==> src/rtl/rgb_serial_pkg.sv <==
package rgb_serial_pkg;

    typedef enum logic [1:0] {
        SEG_SYNC,
        SEG_BACK,
        SEG_ACT,
        SEG_FRONT
    } seg_e;

    typedef enum logic [1:0] {
        COL_RED,
        COL_GREEN,
        COL_BLUE
    } col_e;

    localparam int BYTES_PER_PIX = 3;

    // suggested timing for the 320x240 panel
    localparam int DEF_HSYNC = 1;
    localparam int DEF_LEFT  = 140;
    localparam int DEF_RIGHT = 273;
    localparam int DEF_VSYNC = 1;
    localparam int DEF_UPPER = 20;
    localparam int DEF_LOWER = 2;

endpackage

==> src/rtl/rgb_seg_timer.sv <==
// Four-segment period timer: sync, back margin, active, front margin.
module rgb_seg_timer
    import rgb_serial_pkg::*;
#(
    parameter int CW = 12
) (
    input  logic          clk,
    input  logic          rst_n,
    input  logic          adv,
    input  logic [CW-1:0] len_sync,
    input  logic [CW-1:0] len_back,
    input  logic [CW-1:0] len_act,
    input  logic [CW-1:0] len_front,
    output seg_e          seg_o,
    output logic          wrap_o
);

    seg_e          seg_q, seg_d;
    logic [CW-1:0] cnt_q, cnt_d;
    logic [CW-1:0] seg_len;
    logic          seg_last;

    always_comb begin
        unique case (seg_q)
            SEG_SYNC:  seg_len = len_sync;
            SEG_BACK:  seg_len = len_back;
            SEG_ACT:   seg_len = len_act;
            SEG_FRONT: seg_len = len_front;
            default:   seg_len = len_sync;
        endcase
    end

    assign seg_last = (cnt_q == seg_len - 1'b1);

    // next-state logic
    always_comb begin
        seg_d = seg_q;
        cnt_d = cnt_q;
        if (adv) begin
            if (seg_last) begin
                cnt_d = '0;
                unique case (seg_q)
                    SEG_SYNC:  seg_d = SEG_BACK;
                    SEG_BACK:  seg_d = SEG_ACT;
                    SEG_ACT:   seg_d = SEG_FRONT;
                    SEG_FRONT: seg_d = SEG_SYNC;
                    default:   seg_d = SEG_SYNC;
                endcase
            end else begin
                cnt_d = cnt_q + 1'b1;
            end
        end
    end

    // state register
    always_ff @(posedge clk or negedge rst_n) begin
        if (!rst_n) begin
            seg_q <= SEG_SYNC;
            cnt_q <= '0;
        end else begin
            seg_q <= seg_d;
            cnt_q <= cnt_d;
        end
    end

    assign seg_o  = seg_q;
    assign wrap_o = seg_last && (seg_q == SEG_FRONT);

endmodule

==> src/rtl/rgb_byte_fmt.sv <==
// Splits each pixel into red, green, blue bytes and handles the handshake.
module rgb_byte_fmt
    import rgb_serial_pkg::*;
#(
    parameter int BW = 8,
    localparam int PW = BYTES_PER_PIX * BW
) (
    input  logic          clk,
    input  logic          rst_n,
    input  logic          tick,
    input  logic          active,
    input  logic [PW-1:0] pix_data_i,
    input  logic          pix_valid_i,
    output logic          pix_ready_o,
    output logic [BW-1:0] byte_o,
    output logic          underrun_o
);

    col_e            col_q, col_d;
    logic [BW-1:0]   byte_q, byte_d;
    logic [2*BW-1:0] gb_q, gb_d;
    logic            urun_q, urun_d;

    assign pix_ready_o = tick && active && (col_q == COL_RED);

    // colour state and transitions
    always_comb begin
        col_d = col_q;
        if (tick && active) begin
            unique case (col_q)
                COL_RED:   col_d = COL_GREEN;
                COL_GREEN: col_d = COL_BLUE;
                COL_BLUE:  col_d = COL_RED;
                default:   col_d = COL_RED;
            endcase
        end
    end

    // byte outputs
    always_comb begin
        byte_d = byte_q;
        gb_d   = gb_q;
        urun_d = urun_q;
        if (tick) begin
            if (!active) begin
                byte_d = '0;
            end else begin
                unique case (col_q)
                    COL_RED: begin
                        if (pix_valid_i) begin
                            byte_d = pix_data_i[PW-1 -: BW];
                            gb_d   = pix_data_i[2*BW-1:0];
                        end else begin
                            byte_d = '0;
                            gb_d   = '0;
                            urun_d = 1'b1;
                        end
                    end
                    COL_GREEN: byte_d = gb_q[2*BW-1 -: BW];
                    COL_BLUE:  byte_d = gb_q[BW-1:0];
                    default:   byte_d = '0;
                endcase
            end
        end
    end

    always_ff @(posedge clk or negedge rst_n) begin
        if (!rst_n) begin
            col_q  <= COL_RED;
            byte_q <= '0;
            gb_q   <= '0;
            urun_q <= 1'b0;
        end else begin
            col_q  <= col_d;
            byte_q <= byte_d;
            gb_q   <= gb_d;
            urun_q <= urun_d;
        end
    end

    assign byte_o     = byte_q;
    assign underrun_o = urun_q;

endmodule

==> src/rtl/rgb_serial_tx.sv <==
// Serial RGB panel timing generator, top level.
module rgb_serial_tx
    import rgb_serial_pkg::*;
#(
    parameter int ACT_W = 320,
    parameter int ACT_H = 240,
    parameter int HCW   = 12,
    parameter int VCW   = 10,
    parameter int BW    = 8,
    localparam int PW   = BYTES_PER_PIX * BW
) (
    input  logic           clk,
    input  logic           rst_n,
    input  logic [HCW-1:0] hsync_len_i,
    input  logic [HCW-1:0] left_i,
    input  logic [HCW-1:0] right_i,
    input  logic [VCW-1:0] vsync_len_i,
    input  logic [VCW-1:0] upper_i,
    input  logic [VCW-1:0] lower_i,
    input  logic           hs_pol_i,
    input  logic           vs_pol_i,
    input  logic           de_pol_i,
    input  logic           pclk_pol_i,
    input  logic           inv_i,
    input  logic [PW-1:0]  pix_data_i,
    input  logic           pix_valid_i,
    output logic           pix_ready_o,
    output logic           lcd_dclk_o,
    output logic           lcd_byte_en_o,
    output logic           lcd_hsync_o,
    output logic           lcd_vsync_o,
    output logic           lcd_de_o,
    output logic [BW-1:0]  lcd_data_o,
    output logic           underrun_o
);

    localparam logic [HCW-1:0] H_ACT_LEN = HCW'(ACT_W * BYTES_PER_PIX);
    localparam logic [VCW-1:0] V_ACT_LEN = VCW'(ACT_H);

    logic          ph_q;
    logic          tick;
    seg_e          hseg, vseg;
    logic          hwrap, vwrap;
    logic          active;
    logic          hs_q, vs_q, de_q, ben_q;
    logic [BW-1:0] fmt_byte;

    // byte period: launch half (ph_q=0), sample half (ph_q=1)
    always_ff @(posedge clk or negedge rst_n) begin
        if (!rst_n) ph_q <= 1'b0;
        else        ph_q <= ~ph_q;
    end
    assign tick = ph_q;

    rgb_seg_timer #(.CW(HCW)) i_htimer (
        .clk       (clk),
        .rst_n     (rst_n),
        .adv       (tick),
        .len_sync  (hsync_len_i),
        .len_back  (left_i),
        .len_act   (H_ACT_LEN),
        .len_front (right_i),
        .seg_o     (hseg),
        .wrap_o    (hwrap)
    );

    rgb_seg_timer #(.CW(VCW)) i_vtimer (
        .clk       (clk),
        .rst_n     (rst_n),
        .adv       (tick && hwrap),
        .len_sync  (vsync_len_i),
        .len_back  (upper_i),
        .len_act   (V_ACT_LEN),
        .len_front (lower_i),
        .seg_o     (vseg),
        .wrap_o    (vwrap)
    );

    assign active = (hseg == SEG_ACT) && (vseg == SEG_ACT);

    rgb_byte_fmt #(.BW(BW)) i_fmt (
        .clk         (clk),
        .rst_n       (rst_n),
        .tick        (tick),
        .active      (active),
        .pix_data_i  (pix_data_i),
        .pix_valid_i (pix_valid_i),
        .pix_ready_o (pix_ready_o),
        .byte_o      (fmt_byte),
        .underrun_o  (underrun_o)
    );

    // output stage, aligned with the formatter byte register
    always_ff @(posedge clk or negedge rst_n) begin
        if (!rst_n) begin
            hs_q  <= 1'b0;
            vs_q  <= 1'b0;
            de_q  <= 1'b0;
            ben_q <= 1'b0;
        end else begin
            ben_q <= tick;
            if (tick) begin
                hs_q <= (hseg == SEG_SYNC);
                vs_q <= (vseg == SEG_SYNC);
                de_q <= active;
            end
        end
    end

    assign lcd_byte_en_o = ben_q;
    assign lcd_dclk_o    = ph_q ^ pclk_pol_i;
    assign lcd_hsync_o   = hs_q ^ hs_pol_i;
    assign lcd_vsync_o   = vs_q ^ vs_pol_i;
    assign lcd_de_o      = de_q ^ de_pol_i;
    assign lcd_data_o    = de_q ? (fmt_byte ^ {BW{inv_i}}) : '0;

    logic unused_ok;
    assign unused_ok = vwrap;

endmodule

==> config.mk <==
export PLATFORM = sky130hd
export DESIGN_NAME = rgb_serial_tx
export DESIGN_NICKNAME = d
export VERILOG_FILES = /design/src/rtl/rgb_serial_pkg.sv /design/src/rtl/rgb_seg_timer.sv /design/src/rtl/rgb_byte_fmt.sv /design/src/rtl/rgb_serial_tx.sv
export SDC_FILE = /design/constraint.sdc
export NUM_CORES = 1
export LEC_CHECK = 0
export CAP_MARGIN = 20
export CORE_ASPECT_RATIO = 0.9
export CORE_UTILIZATION = 49
export CTS_CLUSTER_SIZE = 40
export DETAILED_ROUTE_END_ITERATION = 10
export HOLD_SLACK_MARGIN = 0.1
export PLACE_DENSITY = 0.79
export SKIP_LAST_GASP = 1
export SLEW_MARGIN = 20
export SYNTH_ARGS = -nofsm -noshare
export SYNTH_HDL_FRONTEND = slang
export SYNTH_SLANG_ARGS = --single-unit
==> constraint.sdc <==
create_clock -name clk -period 3.6 [get_ports clk]
set_input_delay 0.72 -clock clk [delete_from_list [all_inputs] [get_ports clk]]
set_output_delay 0.72 -clock clk [all_outputs]
set_load 0.01 [all_outputs]
Word-level counts from Yosys, hierarchy flattened --
Index checks and enable logic that the tools add are counted. Widths: inputs -> output; s select.
Word-level totals: register bits 58, bits of input ports 98, output and inout port bits 15, word-level logic and storage cells 58
Cells by class: add/sub/neg operators 4, eq/ne operators 10, mux-type cells 12, bitwise operators 7, reductions and logical operators 12
Operators by type and width (count):
- $pmux 12 s4 | 1
- $pmux 10 s4 | 1
- $mux 8 | 3
- $pmux 8 s3 | 1
- $mux 16 | 1
- $pmux 2 s4 | 2
- $add 12x1->12 const B | 1
- $eq 12x12->1 | 1
- $mux 12 | 1
- $sub 12x1->12 const B | 1
- $add 10x1->10 const B | 1
- $eq 10x10->1 | 1
- $eq 2x2->1 const B | 5
- $mux 10 | 1
- $sub 10x1->10 const B | 1
- $xor 8x8->8 | 1
- $eq 2x1->1 const B | 3
- $logic_not 2->1 | 3
- $logic_and 1x1->1 | 5
- $pmux 2 s2 | 1
- $reduce_and 2->1 | 2
- $reduce_and 4->1 | 1
- $xor 1x1->1 | 4
- $reduce_and 3->1 | 1
- $not 1->1 | 2

Longest topological paths before layout --
Gate-level depths: netlist of the first run.
depth after elaboration 7, gate-level depth with buffers 16, mapped depth without buffers 14

Modules after synthesis --
Synthesis of the first run repeated with hierarchy kept, for this count alone.
Second synthesis, totals: cells, all modules 492, area, all modules 4609.4 µm²
By module, submodules not included:
- rgb_seg_timer (i_htimer) | instances 1, cells an instance 176, area an instance 1511.4 µm², seq. area each 350.3 µm²
- rgb_byte_fmt | instances 1, cells an instance 129, area an instance 1435.1 µm², seq. area each 675.6 µm²
- rgb_seg_timer (i_vtimer) | instances 1, cells an instance 150, area an instance 1297.5 µm², seq. area each 300.3 µm²
- rgb_serial_tx | instances 1, cells an instance 37, area an instance 365.4 µm², seq. area each 125.1 µm²

Worst setup path after synthesis of the first run --
OpenSTA, ideal clock, no wires.
path type input -> register, start point input right_i[0], end point register i_htimer.seg_q[1], in the netlist i_htimer.seg_o[1], setup time 0.125 ns, arrival time 3.166 ns, data required time 3.475 ns, setup slack 0.309 ns, stages 12, buffers on the path 0, path through a221oi_1 > or2_2 > ha_1 > inv_1 > o31a_1 > nor3_1 > nand2_1 > xnor2_1 > nor4_4 > and3_1 > and2_1 > mux2_2
Between the ends: longest elaborated chain between the ends 4
Ends and longest elaborated chain:
- start, declared | line rgb_serial_tx.sv:16 | input logic [HCW-1:0] right_i,
- $pmux 12 s4 | line rgb_seg_timer.sv:24 | unique case (seg_q)
- $sub 12x1->12 | line rgb_seg_timer.sv:33 | assign seg_last = (cnt_q == seg_len - 1'b1);
- $eq 12x12->1 | line rgb_seg_timer.sv:33
- $reduce_and 2->1 (no source line)
- end signal, assigned | line rgb_seg_timer.sv:61 | seg_q <= seg_d;
- end, declared | line rgb_seg_timer.sv:18 | seg_e seg_q, seg_d;
No other way between the ends. A chain may end at the register's enable or synchronous reset.

Worst setup path in the final report of the first run --
Ends and elaborated chain as after synthesis.

==> results of run 1 <==
==> routing by layer <==
metal | track usage [%] | part of all wire (%) | vias up
met5 | 0 | 0 | -
met4 | 5.97 | 0.58 | 0
met3 | 5.61 | 6.6 | 10
met2 | 42.8 | 46 | 138
met1 | 33.5 | 46 | 1862
li1 | - | - | 1935
==> synthesized netlist by cell type (all sizes together), types with 2 or more instances <==
library cell / n / area, um^2
nand2: 65 / 244
dfrtp: 58 / 1450
nor2: 42 / 160
xnor2: 31 / 279
nand3: 28 / 140
o21ai: 28 / 140
xor2: 23 / 201
a22oi: 17 / 128
buf: 14 / 81.3
inv: 13 / 48.8
a21oi: 12 / 60.1
ha: 12 / 150
nor2b: 12 / 75.1
clkbuf: 11 / 41.3
o2bb2ai: 10 / 87.6
a221oi: 8 / 82.6
and3: 8 / 50.1
mux2: 6 / 67.6
nand2b: 6 / 37.5
o31ai: 6 / 45.0
a31oi: 5 / 31.3
nor3: 5 / 25.0
a221o: 4 / 40.0
and2: 4 / 25.0
nand4: 4 / 31.3
or3: 4 / 30.0
a32oi: 3 / 26.3
mux2i: 3 / 30.0
nand3b: 3 / 22.5
nor4: 3 / 46.3
o22ai: 3 / 18.8
or2: 3 / 18.8
a2111oi: 2 / 17.5
a21boi: 2 / 15.0
a21o: 2 / 15.0
a22o: 2 / 17.5
and4: 2 / 17.5
clkinv: 2 / 7.51
==> layout by cell type, fill, tap and decap left out, types with 3 or more instances in the layout <==
master and n:
inv_1 13, or3_1 3, o2bb2ai_1 10, a221oi_1 5
mux2_2 5, a221oi_2 3, and2_1 3, a21oi_1 12
nand3b_1 3, buf_4 25, nor2_1 40, and3_1 7
nor2b_1 12, a31oi_1 5, a221o_1 4, xor2_1 23
nand3_1 28, o22ai_1 3, xnor2_1 29, a22oi_1 17
ha_1 10, clkdlybuf4s50_1 111, nor3_1 4, clkbuf_8 13
a32oi_1 3, mux2i_1 3, o31ai_1 5, nand2_1 65
nand4_1 3, nand2b_1 6, o21ai_0 28, dfrtp_1 58
==> sequential cells by signal (all words and copies together), names as in the netlist <==
| signal | count |
|---|---|
| i_htimer.cnt_q | 12 |
| i_fmt.underrun_o | 1 |
| i_fmt.byte_o | 8 |
| i_vtimer.seg_o | 2 |
| i_fmt.col_q | 2 |
| vs_q | 1 |
| i_vtimer.cnt_q | 10 |
| i_fmt.gb_q | 16 |
| de_q | 1 |
| hs_q | 1 |
| lcd_byte_en_o | 1 |
| ph_q | 1 |
| i_htimer.seg_o | 2 |
==> worst max path at each step <==
stage / startpoint / end / slack (ns) / cells past startpoint
after floorplan: right_i[0] / i_htimer.seg_o[1] / 0.31 / 12
after global placement: right_i[0] / i_vtimer.cnt_q[8] / -0.15 / 12
after detailed placement: right_i[0] / i_vtimer.cnt_q[4] / -0.29 / 12
after CTS: right_i[0] / i_htimer.seg_o[0] / 0.03 / 15
after global routing: right_i[0] / i_htimer.seg_o[1] / -0.03 / 14
final: right_i[0] / i_htimer.seg_o[1] / 0.11 / 14
==> area by class of cell <==
class	count	area [um^2]	area share (%)
clock inverter	1	30.0	0.529
clock buffer	15	186	3.28
inverter	15	56.3	0.992
multi-input combinational	378	2520	44.4
tap	99	124	2.18
sequential	58	1450	25.6
timing repair buffer	137	1310	23.1
==> cell families after synthesis <==
family          after synthesis  synth area share, %
simple gates                193                 23.5
buf+inv                      40                 4.37
mux                           9                 2.38
xor+xnor                     54                 11.7
compound gates              110                 18.9
fa+ha+maj                    12                 3.67
flops                        58                 35.4
==> power by group <==
part	internal, mW	switching (mW)
sequential	0.666	0.0231
combinational	0.203	0.145
clock	0.396	0.250
==> per-stage QoR <==
step	cells	TNS (ns)	utilization, %
3_5_place_dp	686	-3.73	66.8
6_report	703	0	70.4
4_1_cts	702	0	69.6
5_1_grt	703	-0.0873	70.4
2_1_floorplan	476	0	-
3_3_place_gp	686	-1.65	66.8
==> what timing repair did <==
item                       CTS  global route
setup endpoints to repair    3            22
pin swaps                    0             7
resized for setup            1            13
buffers inserted             0             1
==> impl_metrics.toml, run 1 <==
[power_and_ir_drop]
powerDensity_nw_per_um2 = 297
leakage_nw = 2.43
peakVddDrop_v = 0.000161
power_mw = 1.68

[die]
row_count = 31
ios = 113
start_util_pct = 50.8
dieArea_um2 = 8730
core-area_um2 = 8070
die_x_um = 98.4
die_y_um = 88.7

[timing]
final.period_utilization_pct = 96.9
hold_viol = 0
worst_pin_slew_ns = 0.577
setup_ws_ns = 0.112
fin_worst_hold_slack_ns = 0.383
slew_headroom_pct = 61.4
fmax_mhz = 287
drv_slew = 0
fin_crit_ns = 3.49
setup_viol_count_final = 0
clock_skew_ns = 0.00410

[synth]
ys_async_sr_fraction_pct = 100
yosysSeqAreaShare_pct = 35.4
synth.distinct_cells = 59
syn_nets = 586
synth_seq_cells = 58
synth-edff-count = 0
yosys_warnings = 0
synthCells = 476
synth.avg_cell_area_um2 = 8.60
netlist_area_um2 = 4100
synth_ff_type = "dfrtp_1"

[clock_network]
clk_path_buf_depth = 2
cts_hold_buf = 0
clock_sinks = 58
h-tree-depth = 3
path_clk_slew_ns = 0.06
root_buffer = "clkbuf_8"
clock_latency_ns = 0.33
cts_buffers = 9
cts_tree = "done"

[global_route]
grt_max_degree = 45
antenna_found_initial = 0
grt_pass1_wl_mm = 17.5
track_usage_pct = 25.3
overflow = 0
grt_pass1_vias = 3739

[routing]
viasPerCell = 5.61
drtIter0Drc = 223
drc = 11
drtAntennaViolNets = 0
drtPass1Iterations = 7
wl_per_cell_um = 15.6
vias = 3945
wirelength_mm = 10.9

[cells_and_area]
nFillCells = 677
syn_to_final_growth_pct = 38.6
final_nets = 709
drive_gt1_share_pct = 10.9
diodes = 0
final_area_um2 = 5680

[place]
place_area_um2 = 5390
dp_slack_ns = -0.292
io_buffers = 112
dp_hpwl_mm = 8.06
gp_congestion = 0.853

[critical_path]
critPathSlowestCell = "clkdlybuf4s50_1"
critPathMaxStageDelay_ns = 0.43
r2r-start = "i_htimer.seg_o[0]"
cp_top_family = "simple AND/OR/NAND/NOR gates"
crit_fanout = 3
crit_path_end_kind = "flip-flop"
required_ns = 3.82
crit_type = "primary input to flip-flop"
crit_path_cell_trace = "clkdlybuf4s50_1 > a221oi_2 > or2_4 > ha_4 > inv_1 > o31a_1 > nor3_2 > buf_4 > nand2_1 > xnor2_2 > nor4_4 > and3_4 > and2_4 > mux2_2"
r2r-end = "i_htimer.seg_o[1]"
startpoint_type = "primary input"
worstRegToRegCells = 15
worstPathArrival_ns = 3.71
r2r_slack_ns = 0.18
path_buf_inv = 3

[status]
violations = "design-rule violations"
status = "finished, violations left"

[worst_hold_path]
hold_class = "primary input to async pin"

[run]
maxCapViolCount = 0
No activity file was read; power rests on OpenSTA's default activity.
==> inputs of run 2 (changes only) <==
--- a/config.mk
+++ b/config.mk
@@ -5,7 +5,6 @@
 export SDC_FILE = /design/constraint.sdc
 export NUM_CORES = 1
 export LEC_CHECK = 0
-export CAP_MARGIN = 20
 export CORE_ASPECT_RATIO = 0.9
 export CORE_UTILIZATION = 49
 export CTS_CLUSTER_SIZE = 40
==> results of run 2 <==
Same layout as run 1: the final DEF is identical, and so are final timing and power.
